File: config.mk
export PLATFORM = sky130hd
export DESIGN_NAME = uart_lsr_track
export DESIGN_NICKNAME = d
export VERILOG_FILES = /design/src/rtl/uart_lsr_pkg.sv /design/src/rtl/uart_lsr_rx_err.sv /design/src/rtl/uart_lsr_tx_stat.sv /design/src/rtl/uart_lsr_modem_line.sv /design/src/rtl/uart_lsr_track.sv
export SDC_FILE = /design/constraint.sdc
export NUM_CORES = 1
export LEC_CHECK = 0
export BUFFER_PORTS_ARGS = -buffer_cell sky130_fd_sc_hd__buf_2
export CORE_UTILIZATION = 30
export DETAILED_ROUTE_END_ITERATION = 7
export GPL_TIMING_DRIVEN = 0
export SLEW_MARGIN = 5
export SYNTH_ARGS = -nofsm -noshare
export SYNTH_HDL_FRONTEND = slang
export SYNTH_SLANG_ARGS = --single-unit
File: constraint.sdc
create_clock -name clk -period 5.9 [get_ports clk]
set_clock_uncertainty 0.15 [all_clocks]
set_input_delay 1.475 -clock clk [delete_from_list [all_inputs] [get_ports clk]]
set_output_delay 1.475 -clock clk [all_outputs]
set_load 0.01 [all_outputs]
File: src/rtl/uart_lsr_pkg.sv
package uart_lsr_pkg;

   localparam int LSR_W        = 8;
   localparam int LSR_FE_POS   = 3;
   localparam int LSR_BI_POS   = 4;
   localparam int LSR_THRE_POS = 5;
   localparam int LSR_TEMT_POS = 6;
   localparam int LSR_RXFE_POS = 7;

   typedef struct packed {
      logic fe;
      logic pe;
      logic bi;
   } rx_tag_t;

   function automatic logic tag_has_err(rx_tag_t t);
      return t.fe | t.pe | t.bi;
   endfunction

endpackage

File: src/rtl/uart_lsr_rx_err.sv
module uart_lsr_rx_err
   import uart_lsr_pkg::*;
#(
   parameter int DEPTH        = 16,
   parameter bit FIFO_PRESENT = 1'b1
) (
   input  logic    clk,
   input  logic    rst_n,
   input  logic    fifo_en,
   input  logic    push,
   input  rx_tag_t push_tag,
   input  logic    pop,
   input  logic    pop_err,
   input  logic    head_new,
   input  logic    head_fe,
   input  logic    head_bi,
   input  logic    lsr_rd,
   output logic    fe,
   output logic    bi,
   output logic    rxfe
);

   localparam int CNT_W = $clog2(DEPTH + 1);
   localparam logic [CNT_W-1:0] CNT_MAX = CNT_W'(DEPTH);

   logic fe_q, bi_q;
   logic fe_set, bi_set;

   assign fe_set = head_new & head_fe;
   assign bi_set = head_new & head_bi;

   always_ff @(posedge clk or negedge rst_n) begin
      if (!rst_n) begin
         fe_q <= 1'b0;
         bi_q <= 1'b0;
      end else begin
         if (fe_set)      fe_q <= 1'b1;
         else if (lsr_rd) fe_q <= 1'b0;
         if (bi_set)      bi_q <= 1'b1;
         else if (lsr_rd) bi_q <= 1'b0;
      end
   end

   assign fe = fe_q;
   assign bi = bi_q;

   p_fe_clear_r3: assert property (@(posedge clk) disable iff (!rst_n)
      (lsr_rd && !fe_set) |=> !fe_q);
   p_head_set_r2: assert property (@(posedge clk) disable iff (!rst_n)
      (fe_set || bi_set) |=> (fe_q || bi_q));

   generate
      if (FIFO_PRESENT) begin : g_fifo
         logic [CNT_W-1:0] cnt_q, cnt_next;
         logic             rxfe_q;
         logic             err_push, err_pop;

         assign err_push = fifo_en & push & tag_has_err(push_tag);
         assign err_pop  = fifo_en & pop & pop_err;

         always_comb begin
            cnt_next = cnt_q;
            if (err_push) cnt_next = cnt_next + CNT_W'(1);
            if (err_pop)  cnt_next = cnt_next - CNT_W'(1);
         end

         always_ff @(posedge clk or negedge rst_n) begin
            if (!rst_n) begin
               cnt_q  <= '0;
               rxfe_q <= 1'b0;
            end else if (!fifo_en) begin
               cnt_q  <= '0;
               rxfe_q <= 1'b0;
            end else begin
               cnt_q <= cnt_next;
               if (err_push)    rxfe_q <= 1'b1;
               else if (lsr_rd) rxfe_q <= (cnt_next != '0);
            end
         end

         assign rxfe = fifo_en & rxfe_q;

         p_no_overflow_r7: assert property (@(posedge clk) disable iff (!rst_n)
            !((cnt_q == CNT_MAX) && err_push && !err_pop));
         p_no_underflow_r7: assert property (@(posedge clk) disable iff (!rst_n)
            !((cnt_q == '0) && err_pop && !err_push));
         p_rxfe_set_r6: assert property (@(posedge clk) disable iff (!rst_n)
            err_push |=> rxfe_q);
         p_fifo_off_r8: assert property (@(posedge clk) disable iff (!rst_n)
            !fifo_en |=> (cnt_q == '0) && !rxfe_q);
      end else begin : g_nofifo
         assign rxfe = 1'b0;
      end
   endgenerate

endmodule

File: src/rtl/uart_lsr_tx_stat.sv
module uart_lsr_tx_stat (
   input  logic clk,
   input  logic rst_n,
   input  logic thr_wr,
   input  logic thr_xfer,
   input  logic tsr_busy,
   output logic thre,
   output logic temt
);

   logic thre_q;

   always_ff @(posedge clk or negedge rst_n) begin
      if (!rst_n)        thre_q <= 1'b1;
      else if (thr_wr)   thre_q <= 1'b0;
      else if (thr_xfer) thre_q <= 1'b1;
   end

   assign thre = thre_q;
   assign temt = thre_q & ~tsr_busy;

   p_thre_wr_r4: assert property (@(posedge clk) disable iff (!rst_n)
      thr_wr |=> !thre);
   p_thre_xfer_r4: assert property (@(posedge clk) disable iff (!rst_n)
      (thr_xfer && !thr_wr) |=> thre);

   always_comb begin
      if (rst_n) begin
         p_temt_r5: assert (!temt || thre);
      end
   end

endmodule

File: src/rtl/uart_lsr_modem_line.sv
module uart_lsr_modem_line #(
   parameter int SYNC_STAGES = 2
) (
   input  logic clk,
   input  logic rst_n,
   input  logic line_in,
   input  logic clr,
   output logic level,
   output logic delta
);

   logic [SYNC_STAGES-1:0] sync_q;
   logic                   prev_q;
   logic                   delta_q;
   logic                   edge_seen;

   always_ff @(posedge clk or negedge rst_n) begin
      if (!rst_n) begin
         sync_q <= '0;
         prev_q <= 1'b0;
      end else begin
         sync_q <= {sync_q[SYNC_STAGES-2:0], line_in};
         prev_q <= sync_q[SYNC_STAGES-1];
      end
   end

   assign level     = sync_q[SYNC_STAGES-1];
   assign edge_seen = level ^ prev_q;

   always_ff @(posedge clk or negedge rst_n) begin
      if (!rst_n)         delta_q <= 1'b0;
      else if (edge_seen) delta_q <= 1'b1;
      else if (clr)       delta_q <= 1'b0;
   end

   assign delta = delta_q;

   p_delta_set_r10: assert property (@(posedge clk) disable iff (!rst_n)
      edge_seen |=> delta);
   p_delta_clr_r10: assert property (@(posedge clk) disable iff (!rst_n)
      (clr && !edge_seen) |=> !delta);

endmodule

File: src/rtl/uart_lsr_track.sv
module uart_lsr_track
   import uart_lsr_pkg::*;
#(
   parameter int DEPTH        = 16,
   parameter int NUM_LINES    = 4,
   parameter int SYNC_STAGES  = 2,
   parameter bit FIFO_PRESENT = 1'b1
) (
   input  logic                   clk,
   input  logic                   rst_n,
   input  logic                   fifo_en,
   input  logic                   rx_push,
   input  logic                   rx_push_fe,
   input  logic                   rx_push_pe,
   input  logic                   rx_push_bi,
   input  logic                   rx_pop,
   input  logic                   rx_pop_err,
   input  logic                   rx_head_new,
   input  logic                   rx_head_fe,
   input  logic                   rx_head_bi,
   input  logic                   thr_wr,
   input  logic                   thr_xfer,
   input  logic                   tsr_busy,
   input  logic                   lsr_rd,
   input  logic                   msr_rd,
   input  logic [NUM_LINES-1:0]   modem_in,
   output logic [LSR_W-1:0]       lsr_status,
   output logic [2*NUM_LINES-1:0] msr_status
);

   initial begin : p_param_chk
      assert (DEPTH >= 1 && DEPTH <= 1024);
      assert (NUM_LINES >= 1 && NUM_LINES <= 8);
      assert (SYNC_STAGES >= 2 && SYNC_STAGES <= 4);
   end

   rx_tag_t push_tag;
   logic    fe, bi, rxfe, thre, temt;
   logic [NUM_LINES-1:0] lvl, dlt;

   assign push_tag = '{fe: rx_push_fe, pe: rx_push_pe, bi: rx_push_bi};

   uart_lsr_rx_err #(.DEPTH(DEPTH), .FIFO_PRESENT(FIFO_PRESENT)) u_rx (
      .clk      (clk),
      .rst_n    (rst_n),
      .fifo_en  (fifo_en),
      .push     (rx_push),
      .push_tag (push_tag),
      .pop      (rx_pop),
      .pop_err  (rx_pop_err),
      .head_new (rx_head_new),
      .head_fe  (rx_head_fe),
      .head_bi  (rx_head_bi),
      .lsr_rd   (lsr_rd),
      .fe       (fe),
      .bi       (bi),
      .rxfe     (rxfe)
   );

   uart_lsr_tx_stat u_tx (
      .clk      (clk),
      .rst_n    (rst_n),
      .thr_wr   (thr_wr),
      .thr_xfer (thr_xfer),
      .tsr_busy (tsr_busy),
      .thre     (thre),
      .temt     (temt)
   );

   generate
      for (genvar i = 0; i < NUM_LINES; i++) begin : g_line
         uart_lsr_modem_line #(.SYNC_STAGES(SYNC_STAGES)) u_line (
            .clk     (clk),
            .rst_n   (rst_n),
            .line_in (modem_in[i]),
            .clr     (msr_rd),
            .level   (lvl[i]),
            .delta   (dlt[i])
         );
      end
   endgenerate

   always_comb begin
      lsr_status               = '0;
      lsr_status[LSR_FE_POS]   = fe;
      lsr_status[LSR_BI_POS]   = bi;
      lsr_status[LSR_THRE_POS] = thre;
      lsr_status[LSR_TEMT_POS] = temt;
      lsr_status[LSR_RXFE_POS] = rxfe;
   end

   assign msr_status = {lvl, dlt};

   p_rxfe_off_r8: assert property (@(posedge clk) disable iff (!rst_n)
      !fifo_en |-> !lsr_status[LSR_RXFE_POS]);
   p_low_zero_r11: assert property (@(posedge clk) disable iff (!rst_n)
      lsr_status[2:0] == 3'b000);

endmodule

==> reports/metrics.yaml <==
cells_and_area:
  n_antenna_cell: 0
  drive_above_1_share_pct: 40.0
  seqCellArea_um2: 627
  multi_input_area_um2: 425
  nNetsFinal: 169
  area_growth_pct: 23.2
  fillers: 396
  stdcell_count: 193
hold_path:
  hold_path_class: "reg2reg"
  hold-path-cell-count: 0
global_routing:
  grt_pass1_wl_um: 3240
  grtUsageTotal_pct: 9.73
  antenna_found_initial: 0
  grt_pass1_vias: 784
  overflow: 0
  grt_max_degree: 26
die:
  start_util_pct: 31.9
  die_h_um: 65.1
  core-area_um2: 3740
  die_x_um: 65.1
  rows: 22
  ios: 37
  dieArea_um2: 4240
synth:
  synth-seq-cells: 25
  synth_top_family_by_area: "simple AND/OR/NAND/NOR gates"
  synth.area.top_cells: "dfrtp_1, buf_4, xnor2_1, o21ai_0, dfstp_2"
  synth_compound_area_share_pct: 11.8
  synth.area.mux_share_pct: 0.838
  synth_common_cells: "dfrtp_1, buf_4, xnor2_1"
  ys_async_sr_fraction_pct: 100
  synth-xor-area-share_pct: 6.60
  synth_top_area_share_pct: 50.3
  yosys.area_share.simple_pct: 13.3
  yosys.cell_count.top_type: "dfrtp_1"
  avgSynthCellArea_um2: 11.3
  synth_edf_count: 0
  syn_inst: 106
  synth_fa_ha_area_share_pct: 2.09
  ys_types: 31
  yosysSeqAreaShare_pct: 52.5
  syn-cell-area_um2: 1190
  yosys.area.top_type: "dfrtp_1"
  synth_top_flop_cell: "dfrtp_1"
  yosysWarnings: 0
cts:
  postCtsSetupBuffers: 0
  cts_root_buf: "clkbuf_8"
  clk_latency_ps: 260
  cts_sinks: 25
  cts_buffers: 3
  h-tree-depth: 1
  clk_pin_slew_ps: 80
  holdBufCountCts: 0
  cts_buffer_depth: 2
  cts_tree: "yes"
  cts_resized: 0
routing:
  antenna_left: 0
  wl_um: 1980
  vias_per_cell: 4.47
  drt_iter0_markers: 30
  num_vias: 863
  drc: 0
  drt-wirelength-per-cell_um: 10.2
  firstDrtPassIters: 2
critical_path:
  ff2ff_path_depth: 7
  end_kind: "primary output"
  crit_required_ps: 4280
  worst-endpoint-arrival_ps: 2160
  cp_max_fo: 10
  critPathKind: "in2out"
  worst_setup_path_start_kind: "primary input"
sta:
  max_freq_ghz: 0.264
  setup_viol: 0
  slew_violations: 0
  worst_pin_slew_ps: 544
  hold_viol: 0
  finalCritPeriodShare_pct: 64.1
  relSlewSlack_pct: 63.6
  grt_setup_unrepaired: "no"
  period_minus_slack_ps: 3780
  setup-tns-final_ps: 0
power_and_ir_drop:
  max-vdd-ir-drop_mv: 0.0868
  fin_total_pwr_mw: 0.356
  power_density_nw_per_um2: 242
  leakage_nw: 0.740
placed_design:
  gp_congestion: 0.700
  place_hpwl_um: 1560
  port_buffers: 33
  dp_cells: 189
flow_run:
  maxCapViolCount: 0
run_status:
  outcome: "complete, no violations"
-- worst max-delay path: stages --
cell and delay, ps:
buf_2 110, clkbuf_4 170, and2_1 150, buf_4 120, buf_2 130
-- worst paths after layout --
check                                           startpoint                         end  slack (ps)
min in group asynchronous                            rst_n      g_line[2].u_line.delta        1040
worst max-delay path                               fifo_en               lsr_status[7]        2120
max in group asynchronous                            rst_n                   u_tx.thre        4200
worst min-delay path            g_line[0].u_line.sync_q[0]  g_line[0].u_line.sync_q[1]         200
worst max register to register        u_rx.g_fifo.cnt_q[0]        u_rx.g_fifo.cnt_q[4]        3790
worst min register to register  g_line[0].u_line.sync_q[0]  g_line[0].u_line.sync_q[1]         200
-- metrics by stage --
stage	instance area, um^2	utilization (%)	hold slack [ps]	setup WS, ps
after floorplan	1200	-	181	2390
after global placement	1430	38.1	184	2110
after detailed placement	1430	38.1	191	2110
after CTS	1470	39.3	210	2100
after global routing	1470	39.3	217	2080
final	1470	39.3	205	2120
-- logic make-up after synthesis --
group           Yosys count
flops                    25
fa+ha+maj                 2
buf+inv                  23
mux                       1
other cells               1
simple gates             28
xor+xnor                  9
compound gates           17
-- cells in the final DEF (no fill, tap or decap) --
master	netlist	routed
nand4_1	2	2
dfrtp_1	24	24
inv_1	6	6
a21oi_1	3	3
conb_1	1	3
a2111oi_2	1	1
o21ai_0	7	7
or3_1	1	1
nand2b_1	1	1
clkbuf_4	1	1
xnor2_1	8	8
o21ai_1	1	1
clkbuf_8	0	3
o311ai_4	1	1
ha_1	2	2
buf_2	0	33
nor2_1	3	3
nand3_1	3	3
nor2b_1	1	1
and3_1	3	3
nand3b_2	1	1
clkbuf_1	0	1
nand2_1	6	6
and3b_1	1	1
o311a_4	1	1
nor3b_1	2	2
buf_4	16	16
o31ai_1	1	1
dfstp_2	1	1
mux2i_1	1	1
a2111oi_0	1	1
a21boi_1	1	1
xor2_1	1	1
and2_1	4	4
-- layer usage --
| metal | GRT usage [%] | wire length, um | up-vias |
|---|---|---|---|
| met1 | 11.9 | 865 | 413 |
| met5 | 0 | 0 | - |
| li1 | - | - | 420 |
| met4 | 3.53 | 4 | 0 |
| met3 | 2.26 | 113 | 2 |
| met2 | 16.7 | 994 | 28 |
-- state kept, by name, summed over array words and instances, names as in the netlist --
name,flops
u_rx.fe,1
u_rx.g_fifo.cnt_q,5
u_rx.g_fifo.rxfe_q,1
u_rx.bi,1
g_line.u_line.prev_q,4
u_tx.thre,1
g_line.u_line.sync_q,8
g_line.u_line.delta,4
-- layout make-up --
class / count / area share [%]
Sequential cell: 25 / 42.6
Inverter: 6 / 1.53
Multi-Input combinational cell: 60 / 28.9
Clock buffer: 4 / 3.06
Tap cell: 48 / 4.08
Buffer: 17 / 8.67
Timing Repair Buffer: 33 / 11.2
-- report_power, final --
| group | total, mW | internal (mW) | switching, mW |
|---|---|---|---|
| Clock | 0.0956 | 0.0481 | 0.0475 |
| Combinational | 0.0679 | 0.0362 | 0.0317 |
| Sequential | 0.193 | 0.184 | 0.00870 |
Note: power is estimated with default switching activity, not from simulation.
